[src/rtl/stby_pkg.sv]
package stby_pkg;
  typedef enum logic [2:0] {
    ST_ACTIVE, ST_STANDBY, ST_SETTLE, ST_RESUME, ST_RST_HOLD
  } stby_state_e;

  typedef enum logic [1:0] {
    MODE_HIGH = 2'd0,
    MODE_MED  = 2'd1,
    MODE_STBY = 2'd2
  } mode_e;

  // codes 0..4: 2^(13+code); 5..7 short waits
  function automatic int unsigned settle_len(input logic [2:0] code);
    case (code)
      3'd5:    return 2;
      3'd6:    return 8;
      3'd7:    return 16;
      default: return 32'd1 << (13 + int'(code));
    endcase
  endfunction
endpackage

[src/rtl/stby_wake_qual.sv]
module stby_wake_qual #(
  parameter int NUM_SRC = 10
) (
  input  logic [NUM_SRC-1:0] req_i,
  input  logic [NUM_SRC-1:0] en_i,
  input  logic               mask_i,
  output logic               wake_o
);
  logic [NUM_SRC-1:0] hit;

  for (genvar i = 0; i < NUM_SRC; i++) begin : g_src
    assign hit[i] = req_i[i] & en_i[i];
  end

  assign wake_o = !mask_i && (|hit);
endmodule

[src/rtl/stby_settle_cnt.sv]
module stby_settle_cnt
  import stby_pkg::*;
#(
  parameter int CNT_W = 18
) (
  input  logic       clk_i,
  input  logic       rst_ni,
  input  logic       load_i,
  input  logic       run_i,
  input  logic [2:0] sel_i,
  output logic       done_o
);
  logic [CNT_W-1:0] cnt_q;
  logic [CNT_W-1:0] load_val;

  assign load_val = CNT_W'(settle_len(sel_i));

  always_ff @(posedge clk_i or negedge rst_ni) begin
    if (!rst_ni)                              cnt_q <= '0;
    else if (load_i)                          cnt_q <= load_val;
    else if (run_i && cnt_q != '0)            cnt_q <= cnt_q - 1'b1;
  end

  assign done_o = run_i && (cnt_q == CNT_W'(1));

  // counter never empty while settling
  a_r5_cnt_live: assert property (@(posedge clk_i) disable iff (!rst_ni)
    (run_i && !load_i) |-> (cnt_q != '0));
endmodule

[src/rtl/stby_fsm.sv]
module stby_fsm
  import stby_pkg::*;
(
  input  logic        clk_i,
  input  logic        rst_ni,
  input  logic        sleep_i,
  input  logic        stby_sel_i,
  input  logic        lowspd_sel_i,
  input  logic        tmr_mode_i,
  input  logic        med_sel_i,
  input  logic        res_pin_ni,
  input  logic        wake_i,
  input  logic        settle_done_i,
  output logic        load_o,
  output logic        run_o,
  output logic        osc_en_o,
  output logic        clk_gate_en_o,
  output logic        io_hiz_o,
  output logic        irq_exc_o,
  output logic        rst_exc_o,
  output logic [1:0]  mode_o
);
  stby_state_e st_q, st_d;
  logic        med_q;
  logic        entry_ok;
  mode_e       mode;

  assign entry_ok = stby_sel_i && !lowspd_sel_i && !tmr_mode_i;

  always_comb begin
    st_d = st_q;
    if (!res_pin_ni) st_d = ST_RST_HOLD;
    else begin
      case (st_q)
        ST_ACTIVE:   if (sleep_i && entry_ok) st_d = ST_STANDBY;
        ST_STANDBY:  if (wake_i) st_d = ST_SETTLE;
        ST_SETTLE:   if (settle_done_i) st_d = ST_RESUME;
        ST_RESUME:   st_d = ST_ACTIVE;
        ST_RST_HOLD: st_d = ST_ACTIVE;
        default:     st_d = ST_ACTIVE;
      endcase
    end
  end

  always_ff @(posedge clk_i or negedge rst_ni) begin
    if (!rst_ni) begin
      st_q  <= ST_ACTIVE;
      med_q <= 1'b0;
    end else begin
      st_q <= st_d;
      if (st_q == ST_RST_HOLD)    med_q <= 1'b0;
      else if (st_q == ST_RESUME) med_q <= med_sel_i;
    end
  end

  assign load_o = (st_q == ST_STANDBY) && res_pin_ni && wake_i;
  assign run_o  = (st_q == ST_SETTLE);

  always_comb begin
    osc_en_o      = 1'b1;
    clk_gate_en_o = 1'b1;
    io_hiz_o      = 1'b0;
    irq_exc_o     = 1'b0;
    rst_exc_o     = 1'b0;
    mode          = med_q ? MODE_MED : MODE_HIGH;
    case (st_q)
      ST_STANDBY: begin
        osc_en_o      = 1'b0;
        clk_gate_en_o = 1'b0;
        io_hiz_o      = 1'b1;
        mode          = MODE_STBY;
      end
      ST_SETTLE: begin
        clk_gate_en_o = 1'b0;
        io_hiz_o      = 1'b1;
        mode          = MODE_STBY;
      end
      ST_RESUME: begin
        irq_exc_o = 1'b1;
        mode      = med_sel_i ? MODE_MED : MODE_HIGH;
      end
      ST_RST_HOLD: begin
        io_hiz_o  = 1'b1;
        rst_exc_o = res_pin_ni;
        mode      = MODE_HIGH;
      end
      default: ;
    endcase
  end

  assign mode_o = mode;

  // no entry without the full config match
  a_r1_no_entry: assert property (@(posedge clk_i) disable iff (!rst_ni)
    (st_q == ST_ACTIVE && res_pin_ni && !entry_ok) |=> (st_q != ST_STANDBY));
  // settling only follows standby
  a_r3_settle_src: assert property (@(posedge clk_i) disable iff (!rst_ni)
    $rose(run_o) |-> ($past(st_q) == ST_STANDBY));
  // single-cycle interrupt exception
  a_r5_irq_single: assert property (@(posedge clk_i) disable iff (!rst_ni)
    irq_exc_o |=> !irq_exc_o);
  // reset pin overrides every state
  a_r7_reset_wins: assert property (@(posedge clk_i) disable iff (!rst_ni)
    !res_pin_ni |=> (st_q == ST_RST_HOLD));
  // reset exception only after pin was low
  a_r9_rst_origin: assert property (@(posedge clk_i) disable iff (!rst_ni)
    rst_exc_o |-> $past(!res_pin_ni));
endmodule

[src/rtl/standby_ctrl.sv]
module standby_ctrl
  import stby_pkg::*;
#(
  parameter int NUM_SRC = 10,
  parameter int CNT_W   = 18
) (
  input  logic               clk_i,
  input  logic               rst_ni,
  input  logic               sleep_i,
  input  logic               stby_sel_i,
  input  logic               lowspd_sel_i,
  input  logic               tmr_mode_i,
  input  logic               med_sel_i,
  input  logic [2:0]         settle_sel_i,
  input  logic               irq_mask_i,
  input  logic [NUM_SRC-1:0] wake_req_i,
  input  logic [NUM_SRC-1:0] wake_en_i,
  input  logic               res_pin_ni,
  output logic               osc_en_o,
  output logic               clk_gate_en_o,
  output logic               io_hiz_o,
  output logic               irq_exc_o,
  output logic               rst_exc_o,
  output logic [1:0]         mode_o
);
  logic wake, load, run, done;

  stby_wake_qual #(.NUM_SRC(NUM_SRC)) u_qual (
    .req_i  (wake_req_i),
    .en_i   (wake_en_i),
    .mask_i (irq_mask_i),
    .wake_o (wake)
  );

  stby_settle_cnt #(.CNT_W(CNT_W)) u_cnt (
    .clk_i  (clk_i),
    .rst_ni (rst_ni),
    .load_i (load),
    .run_i  (run),
    .sel_i  (settle_sel_i),
    .done_o (done)
  );

  stby_fsm u_fsm (
    .clk_i         (clk_i),
    .rst_ni        (rst_ni),
    .sleep_i       (sleep_i),
    .stby_sel_i    (stby_sel_i),
    .lowspd_sel_i  (lowspd_sel_i),
    .tmr_mode_i    (tmr_mode_i),
    .med_sel_i     (med_sel_i),
    .res_pin_ni    (res_pin_ni),
    .wake_i        (wake),
    .settle_done_i (done),
    .load_o        (load),
    .run_o         (run),
    .osc_en_o      (osc_en_o),
    .clk_gate_en_o (clk_gate_en_o),
    .io_hiz_o      (io_hiz_o),
    .irq_exc_o     (irq_exc_o),
    .rst_exc_o     (rst_exc_o),
    .mode_o        (mode_o)
  );

  // masked request keeps oscillator off in standby
  a_r4_masked_stays: assert property (@(posedge clk_i) disable iff (!rst_ni)
    (!osc_en_o && mode_o == 2'd2 && res_pin_ni && irq_mask_i) |=> !osc_en_o);
  // gated clock always with floated I/O
  a_r2_hiz_when_gated: assert property (@(posedge clk_i) disable iff (!rst_ni)
    !clk_gate_en_o |-> io_hiz_o);
endmodule

[config.mk]
export PLATFORM = sky130hd
export DESIGN_NAME = standby_ctrl
export DESIGN_NICKNAME = d
export VERILOG_FILES = /design/src/rtl/stby_pkg.sv /design/src/rtl/stby_wake_qual.sv /design/src/rtl/stby_settle_cnt.sv /design/src/rtl/stby_fsm.sv /design/src/rtl/standby_ctrl.sv
export SDC_FILE = /design/constraint.sdc
export NUM_CORES = 1
export LEC_CHECK = 0
export BUFFER_PORTS_ARGS = -buffer_cell sky130_fd_sc_hd__clkbuf_2
export CAP_MARGIN = 0
export CORE_MARGIN = 2
export CORE_UTILIZATION = 53
export DETAILED_ROUTE_END_ITERATION = 10
export PLACE_DENSITY = 0.88
export SETUP_SLACK_MARGIN = 0.1
export SLEW_MARGIN = 40
export SYNTH_ARGS = -nofsm -noshare
export SYNTH_HDL_FRONTEND = slang
export SYNTH_SLANG_ARGS = --single-unit
export TNS_END_PERCENT = 100
[constraint.sdc]
create_clock -name clk_i -period 2.5 [get_ports clk_i]
set_input_delay 0.5 -clock clk_i [delete_from_list [all_inputs] [get_ports clk_i]]
set_output_delay 0.5 -clock clk_i [all_outputs]
set_load 0.05 [all_outputs]
Yosys cells after proc, flatten, opt, wreduce, memory -nomap -nowiden
Cells that the tools add are included.
W data, S select, Z words.
{ "classes": {"eq_ne": 11, "mul": 0, "n_bitwise": 10, "n_addsub": 2, "shifts": 1, "div_mod_pow": 0, "mux": 18, "n_lt_le_gt_ge": 0, "reduce_logical": 19} }
{ "op_table": {"columns": ["op", "n"], "rows": [
  ["$pmux W18 S3", 1],
  ["$mux W18", 2],
  ["$shl A1 B32 Y18 const A", 1],
  ["$eq A18 B1 Y1 const B", 1],
  ["$reduce_bool A18 Y1", 1],
  ["$sub A18 B1 Y18 const B", 1],
  ["$eq A3 B3 Y1 const B", 4],
  ["$mux W3", 4],
  ["$and A1 B1 Y1", 10],
  ["$reduce_or A10 Y1", 1],
  ["$mux W1", 9],
  ["$pmux W3 S3", 1],
  ["$logic_and A1 B1 Y1", 8],
  ["$eq A3 B2 Y1 const B", 2],
  ["$ne A3 B2 Y1 const B", 2],
  ["$pmux W2 S3", 1],
  ["$add A4 B3 Y5 const A", 1],
  ["$reduce_bool A2 Y1", 2],
  ["$eq A3 B1 Y1 const B", 1],
  ["$logic_not A1 Y1", 3],
  ["$logic_not A3 Y1", 1],
  ["$ne A3 B3 Y1 const B", 1],
  ["$reduce_and A3 Y1", 1],
  ["$reduce_or A3 Y1", 1],
  ["$reduce_or A2 Y1", 1]
]} }
{ "word_totals": {"latchBits": 0, "in_bits": 32, "register_bits": 22, "memories": 0, "elab_cells": 64, "romBits": 0, "ram_bits": 0} }

Logic depth before layout (Yosys ltp)
Gate-level depths: netlist (run 1).
{ "depth": {"word_depth": 7, "mapped_depth": 7, "mapped_depth_nobuf": 7} }

Modules after synthesis
From an unflattened synthesis (run 1), not the netlist that was laid out.
{ "hier_totals": {"cells_unflattened": 195, "hier_area_um2": 1767.9} }
{ "modules_own_cells": {"columns": ["mod", "area_per_inst_um2", "seq_area_each_um2", "cells_each", "n_inst"], "rows": [
  ["stby_settle_cnt", 1373.8, 450.4, 156, 1],
  ["stby_fsm", 332.8, 100.1, 33, 1],
  ["stby_wake_qual", 61.3, 0.0, 6, 1]
]} }

Least setup slack after synthesis (run 1)
Ideal clock, no wire load.
{ "synth_path": {"kind": "reg-to-output", "start": "register u_fsm.st_q[0]", "end": "output io_hiz_o", "arrival_time_ns": 2.626, "stages_incl_launch_ff": 6, "setup_slack_ns": -0.626, "required_time_ns": 2.000, "path_buffers": 1, "path_cell_list": "dfrtp_1 -> clkbuf_1 -> nand2b_1 -> a21oi_1 -> inv_1 -> nand2_1"} }
{ "synth_between": {"elab_chain_len": 3, "word_cells_on_any_way": 5} }
{ "synth_lines": {"columns": ["item", "line", "text"], "rows": [
  ["start: declaration", "stby_fsm.sv:23", "stby_state_e st_q, st_d;"],
  ["start signal: assignment", "stby_fsm.sv:50", "st_q <= st_d;"],
  ["$eq A3 B2 Y1, or another cell as far along", "stby_fsm.sv:66", "case (st_q)"],
  ["$reduce_or A3 Y1 (no line) (*)", null, null],
  ["$mux W1 (*)", "stby_fsm.sv:66", null],
  ["end: declaration", "standby_ctrl.sv:21", "output logic io_hiz_o,"]
]} }
Mark *: on every way between the ends. The rest lies on a longest branch, timed or not.

Worst setup path in the final report (run 1)
{ "layout_path": {"start": "register u_fsm.st_q[1]", "end": "output io_hiz_o"} }
Same word-level chain as after synthesis.

==> results of run 1 <==
## stage by stage
| stage | instance area, sq um | worst slack (ps) |
|---|---|---|
| finish | 1920 | 297 |
| global route | 1920 | 165 |
| CTS | 1920 | 280 |
| detailed placement | 1900 | 345 |
| global placement | 1900 | 378 |
| floorplan | 1660 | 144 |
## metal layers
metal,wire (um),up-vias,GRT usage
met1,1770,737,0.324
met2,1840,64,0.404
li1,-,779,-
met5,0,-,0
met4,59,0,0.0889
met3,193,5,0.0260
## where the power goes
group | switching (mW) | internal [mW]
sequential | 0.0604 | 0.396
clock | 0.107 | 0.0565
combinational | 0.0950 | 0.0862
## flip-flops by register name, indices dropped and copies added, names as in the netlist
register and flops:
u_cnt.cnt_q 18, u_fsm.st_q 3, u_fsm.med_q 1
## Yosys cell counts, types with 2 or more instances
library cell,count,area share
a211oi_1,2,0.0091
a21oi_1,15,0.045
a22o_1,2,0.011
a22oi_1,3,0.014
a31oi_1,6,0.023
and3_1,2,0.0076
clkbuf_1,2,0.0046
dfrtp_1,22,0.33
ha_1,4,0.030
inv_1,10,0.023
mux2i_1,2,0.012
nand2_1,12,0.027
nand2b_1,5,0.019
nand3_1,6,0.018
nor2_1,13,0.030
nor2b_1,2,0.0076
nor3_1,10,0.030
nor4_4,2,0.026
nor4b_1,3,0.016
o211ai_1,2,0.0091
o21ai_0,5,0.015
o22ai_1,2,0.0076
o31ai_1,2,0.0091
or2_2,2,0.0076
or3_1,3,0.011
or4_1,2,0.0091
xnor2_1,7,0.037
xor2_1,2,0.011
## worst min-delay path by stage
stage | cells after the start | from | endpoint
after floorplan | 0 | rst_ni | u_cnt.cnt_q[0]
after global placement | 1 | rst_ni | u_fsm.med_q
after detailed placement | 1 | rst_ni | u_fsm.med_q
after CTS | 1 | rst_ni | u_fsm.med_q
after global routing | 1 | rst_ni | u_fsm.med_q
final | 1 | rst_ni | u_fsm.st_q[0]
## critical path, cell delays in order, from the launching register on
cell      delay (ps)
dfrtp_1          510
nand2b_1         310
a21oi_4          180
inv_1             70
nand2_2           50
clkbuf_2         260
## cell usage in the layout (no fill, tap or decap), types with 2 or more instances in the layout
cell and instances:
a22o_1 2, dfrtp_1 22, a211oi_1 2, o21ai_0 5
a22oi_1 3, a21oi_1 14, clkbuf_4 3, nor2_1 13
nor4_4 2, or4_1 2, or3_1 3, nor2b_1 2
clkbuf_2 38, a31oi_1 6, xor2_1 2, or2_2 2
nor3_1 10, nand2_1 11, inv_1 10, o22ai_1 2
ha_1 4, o211ai_1 2, nand2b_1 5, nand3_1 6
nor4b_1 3, and3_1 2, mux2i_1 2, xnor2_1 7
buf_4 5, o31ai_1 2
## cell type report
cell class	instances	area (sq um)
Fill cell	265	1080
Multi-Input combinational cell	144	1040
Clock buffer	3	22.5
Tap cell	33	41.3
Inverter	10	37.5
Timing Repair Buffer	43	228
Sequential cell	22	551
## cell families (layout without fill, tap and decap cells)
| family | Yosys count | after routing | synth area share |
|---|---|---|---|
| mux | 3 | 3 | 0.0190 |
| fa+ha+maj | 4 | 4 | 0.0303 |
| xor+xnor | 9 | 9 | 0.0478 |
| compound gates | 55 | 55 | 0.246 |
| simple gates | 73 | 73 | 0.277 |
| buf+inv | 15 | 56 | 0.0455 |
| flops | 22 | 22 | 0.334 |
==> run metrics, run 1 <==
vias in the first global route=1421; min-delay worst type=input pin to asynchronous set/reset pin; sequential share of the synthesized area=0.334; Syn Inst Count=around 180; Final nets=between 200 and 300; CP arrival=approximately 1700 ps; f_max=~450 MHz; layout cells sized above 1=0.279; Rel. slew slack=0.525; Final Skew=5.62 ps; Starting Density=0.550; Tot Pwr=801 uW; R2R cell count=7; Post-synth EDFFs=0; Crit path required time=2000 ps; maximum VDD drop=a little under 0.0003 V; Placed Cells incl. Taps=252; Crit Path Category=flop to primary output; largest net degree at the start of global routing=23; Critical Path Source=u_fsm.st_q[1]; Via density=6.22; H-tree levels=1; Remaining Overflow, GRT=0; post-cts repair resize count=0; Layout Utilization=0.639; Clock transition at path regs=120 ps; hold_buf cts=0; synthesized flop and latch total=22; # IOs=39; Core ar.=0.00300 sq mm; total CTS buffers=3; Layout Cells excl Fill=about 260; setup slack, reg-to-reg=370 ps; DR pass1 iterations=4; Post-Syn Nets=217; Post-CTS Setup Inserts=0; unrepaired setup endpoints after global routing=false; Synth cell types=59; top_reg_cell synth=dfrtp_1; Syn Area/Cell=9.12 sq um; cell area after synthesis=0.00165 sq mm; hold slack=155 ps; final period utilization=0.881; DP HPWL=3010 um; drt drc=0; clock sinks=22; Worst-Skew Late Latency=roughly 310 ps; Synth async-reset ratio=1.00; CP Max Fanout=11; routed length per instance=15.2 um; CTS root buffer=clkbuf_4; Total Wirelength=a little under 4000 um; yosys warns=0; routed vias=1585; DIE AREA=0.00358 sq mm; final setup vio count=0; Final min period=roughly 2200 ps; Fin. Hold Viols=0; worst slew pin tran=between 700 and 800 ps; FF-to-FF End=u_cnt.cnt_q[16]; outcome=finished clean; post-route ant nets=0; cell row count=20; RR Startpoint=u_cnt.cnt_q[0]; Critical Path Start Type=flop; first-pass GRT wire length=about 6500 um; Setup crit end kind=primary output; DIE WIDTH=~60 um; Layout area overhead=16.2%; Starting DRT DRC Count=103; cell leakage power=0.756 nW; CTS tree=done; CP Capture Point=io_hiz_o; Die Y=around 60 um; initial antenna violation count=0; setup TNS=0 ps; gpl congestion=0.887; All-Layer GR Usage=0.242; max_cap viols=0; power density over cell area=418 mW/mm^2; # port buffers=38; Pins Over Slew Limit=0; Bufs on Longest Clock Path=2; # diodes=0
No activity file was read; power rests on OpenSTA's default activity.
==> run 2, diff against run 1 <==
--- a/config.mk
+++ b/config.mk
@@ -5,12 +5,13 @@
 export SDC_FILE = /design/constraint.sdc
 export NUM_CORES = 1
 export LEC_CHECK = 0
+export ABC_AREA = 1
 export BUFFER_PORTS_ARGS = -buffer_cell sky130_fd_sc_hd__clkbuf_2
 export CAP_MARGIN = 0
 export CORE_MARGIN = 2
-export CORE_UTILIZATION = 53
+export CORE_UTILIZATION = 55
 export DETAILED_ROUTE_END_ITERATION = 10
-export PLACE_DENSITY = 0.88
+export PLACE_DENSITY = 0.89
 export SETUP_SLACK_MARGIN = 0.1
 export SLEW_MARGIN = 40
 export SYNTH_ARGS = -nofsm -noshare
==> run metrics, run 2 <==
Clock transition at path regs=120 ps (about the same); yosys warns=0 (unchanged); final period utilization=0.818 (-0.0631); Layout Utilization=0.655 (+0.0166); Final Skew=1.40 ps (-4.22 ps); H-tree levels=1 (unchanged); Critical Path Start Type=flop; vias in the first global route=1925 (+35%); Post-Syn Nets=345 (+59%); # fillers=321 (+21%); drt drc=0 (unchanged); routed vias=2068 (+30%); maximum VDD drop=0.000360 V (+22%); Synth async-reset ratio=1.00 (unchanged); DIE AREA=0.00413 sq mm (+16%); power density over cell area=765 mW/mm^2 (+83%); Pins Over Slew Limit=0 (unchanged); All-Layer GR Usage=0.241 (-0.00170); max reg flops=18 (unchanged); DIE WIDTH=64.3 um (+7.5%); Reg with most FFs=u_cnt.cnt_q; DP HPWL=3740 um (+24%); commonest non-fill, non-tap cells in the layout=nand2_1 (102), nand3_1 (39), clkbuf_2 (38), nor2_1 (35), inv_1 (30); Syn Area/Cell=6.47 sq um (-29%); # port buffers=38 (unchanged); Setup crit end kind=primary output; CTS tree=done; Final min period=2040 ps (-158 ps); Slowest Stage Delay on Critical Path=420 ps (-90 ps); Post-CTS Setup Inserts=0 (unchanged); Area contributors post-synth=dfrtp_1 (28%), nand2_1 (20%), nand3_1 (9.8%), nor2_1 (6.6%), inv_1 (5.6%); Bufs on Longest Clock Path=2 (unchanged); hold_buf cts=0 (unchanged); metal2 WL=2240 um (+22%); Synth top area share=0.276 (-0.0581); most common cell in the netlist=nand2_1; DR pass1 iterations=4 (unchanged); top cell type by total area after synthesis=dfrtp_1; post-cts repair resize count=0 (unchanged); Starting Density=0.585 (+0.0354); CTS root buffer=clkbuf_4; Remaining Overflow, GRT=0 (unchanged); wl on met1=2050 um (+16%); Worst-Skew Late Latency=310 ps (about the same); Die Y=64.3 um (+7.5%); unrepaired setup endpoints after global routing=false; CP arrival=1540 ps (-160 ps); Core ar.=0.00342 sq mm (+14%); Rel. slew slack=0.630 (+0.105); synthesized flop and latch total=22 (unchanged); clock sinks=22 (unchanged); Layout area overhead=12.0%; CP Max Fanout=4 (-7); cell row count=21 (+5.0%); R2R cell count=10 (+3); # diodes=0 (unchanged); top_reg_cell synth=dfrtp_1; gpl congestion=0.907 (+2.2%); Fin. Hold Viols=0 (unchanged); met3 WL post-DR=232 um (+20%); routed length per instance=11.7 um (-23%); min-delay worst type=input pin to asynchronous set/reset pin; # IOs=39 (unchanged); max_cap viols=0 (unchanged); Total Wirelength=4590 um (+18%); cell area after synthesis=0.00200 sq mm (+21%); layout cells sized above 1=0.220 (-0.0596); total CTS buffers=3 (unchanged); largest net degree at the start of global routing=23 (unchanged); Crit path required time=2000 ps (about the same); worst slew pin tran=555 ps (-157 ps); setup TNS=0 ps (unchanged); f_max=489 MHz (+7.7%); uppermost layer routed=met4; commonest non-fill, non-tap cell in the layout=nand2_1; CP cell instances=inv_2, nor3_2, nand2_1, o21ai_1, clkbuf_2; synth cell count leaders=nand2_1 (104), nand3_1 (39), nor2_1 (35); Via density=5.28 (-15%); Syn Inst Count=309 (+71%); cell leakage power=1.24 nW (+64%); top flop regs=u_cnt.cnt_q (18), u_fsm.st_q (3), u_fsm.med_q (1); first-pass GRT wire length=8050 um (+24%); Synth cell types=33 (-44%); outcome=finished clean; Crit Path Category=flop to primary output; final setup vio count=0 (unchanged); sequential share of the synthesized area=0.276 (-0.0581); Slowest cell on crit path=dfrtp_1; initial antenna violation count=0 (unchanged); Starting DRT DRC Count=154 (+50%); post-route ant nets=0 (unchanged); Post-synth EDFFs=0 (unchanged); Final nets=384 (+48%)
run 2: cell count changes in the layout (fill, tap and decap cells not counted), moves of 10 or more:
cell     before  now
nand2_1      11  102
inv_1        10   30
nand4_1       1   11
nor2_1       13   35
a21oi_1      14    4
nand2_2       1   14
nand3_1       6   39
run 2: kinds of logic after synthesis:
family	count (synthesis)	synth area share
XOR/XNOR	8	0.0351
flip-flops	22	0.276
AO/OA/AOI/OAI	12	0.0357
adder cells (fa/ha/maj)	4	0.0250
AND/OR/NAND/NOR	221	0.536
buffers and inverters	42	0.0927
run 2: worst max-delay path: cells and delay by family (launching register included):
family,cells,cell delay [ps]
and+or+nand+nor,2,340
DFF,1,420
AOI/OAI and AO/OA,1,90
buffers and inverters,2,370
run 2: worst paths after layout:
check / startpoint / endpoint / slack, ps
setup / recovery: u_fsm.st_q[1] / mode_o[0] / 460
hold / removal: rst_ni / u_cnt.cnt_q[10] / 150
setup reg to reg: u_cnt.cnt_q[0] / u_cnt.cnt_q[1] / 610
hold reg to reg: u_cnt.cnt_q[1] / u_cnt.cnt_q[1] / 550
max in group asynchronous: rst_ni / u_cnt.cnt_q[9] / 1980
min in group clk_i: med_sel_i / u_fsm.med_q / 410
run 2: stage by stage:
step / setup slack, ps / cell area (sq um) / cells / hold slack [ps] / power [mW]
floorplan: 191 / 2010 / 309 / 204 / 1.34
global placement: 641 / 2220 / 389 / 493 / 1.52
CTS: 470 / 2240 / 392 / 168 / 1.71
detailed placement: 596 / 2220 / 389 / 514 / 1.54
global route: 367 / 2240 / 392 / 194 / 1.86
finish: 455 / 2240 / 392 / 149 / 1.71
run 2: per-layer routing:
metal  up-vias  track usage
li1       1070            -
met1       933        0.322
met2        58        0.419
met3         7       0.0246
met4         0       0.0532
met5         -            0
run 2: power by group:
group	total [mW]	internal (mW)	switching, mW
Combinational	0.885	0.324	0.560
Sequential	0.662	0.485	0.177
Clock	0.165	0.0564	0.109
run 2: layout make-up:
cell class                      count  area (sq um)  area share
Sequential cell                    22           551       0.246
Inverter                           38           145      0.0648
Multi-Input combinational cell    245          1270       0.568
Timing Repair Buffer               38           190      0.0850
Clock buffer                        3          22.5      0.0101
Tap cell                           46          57.6      0.0257
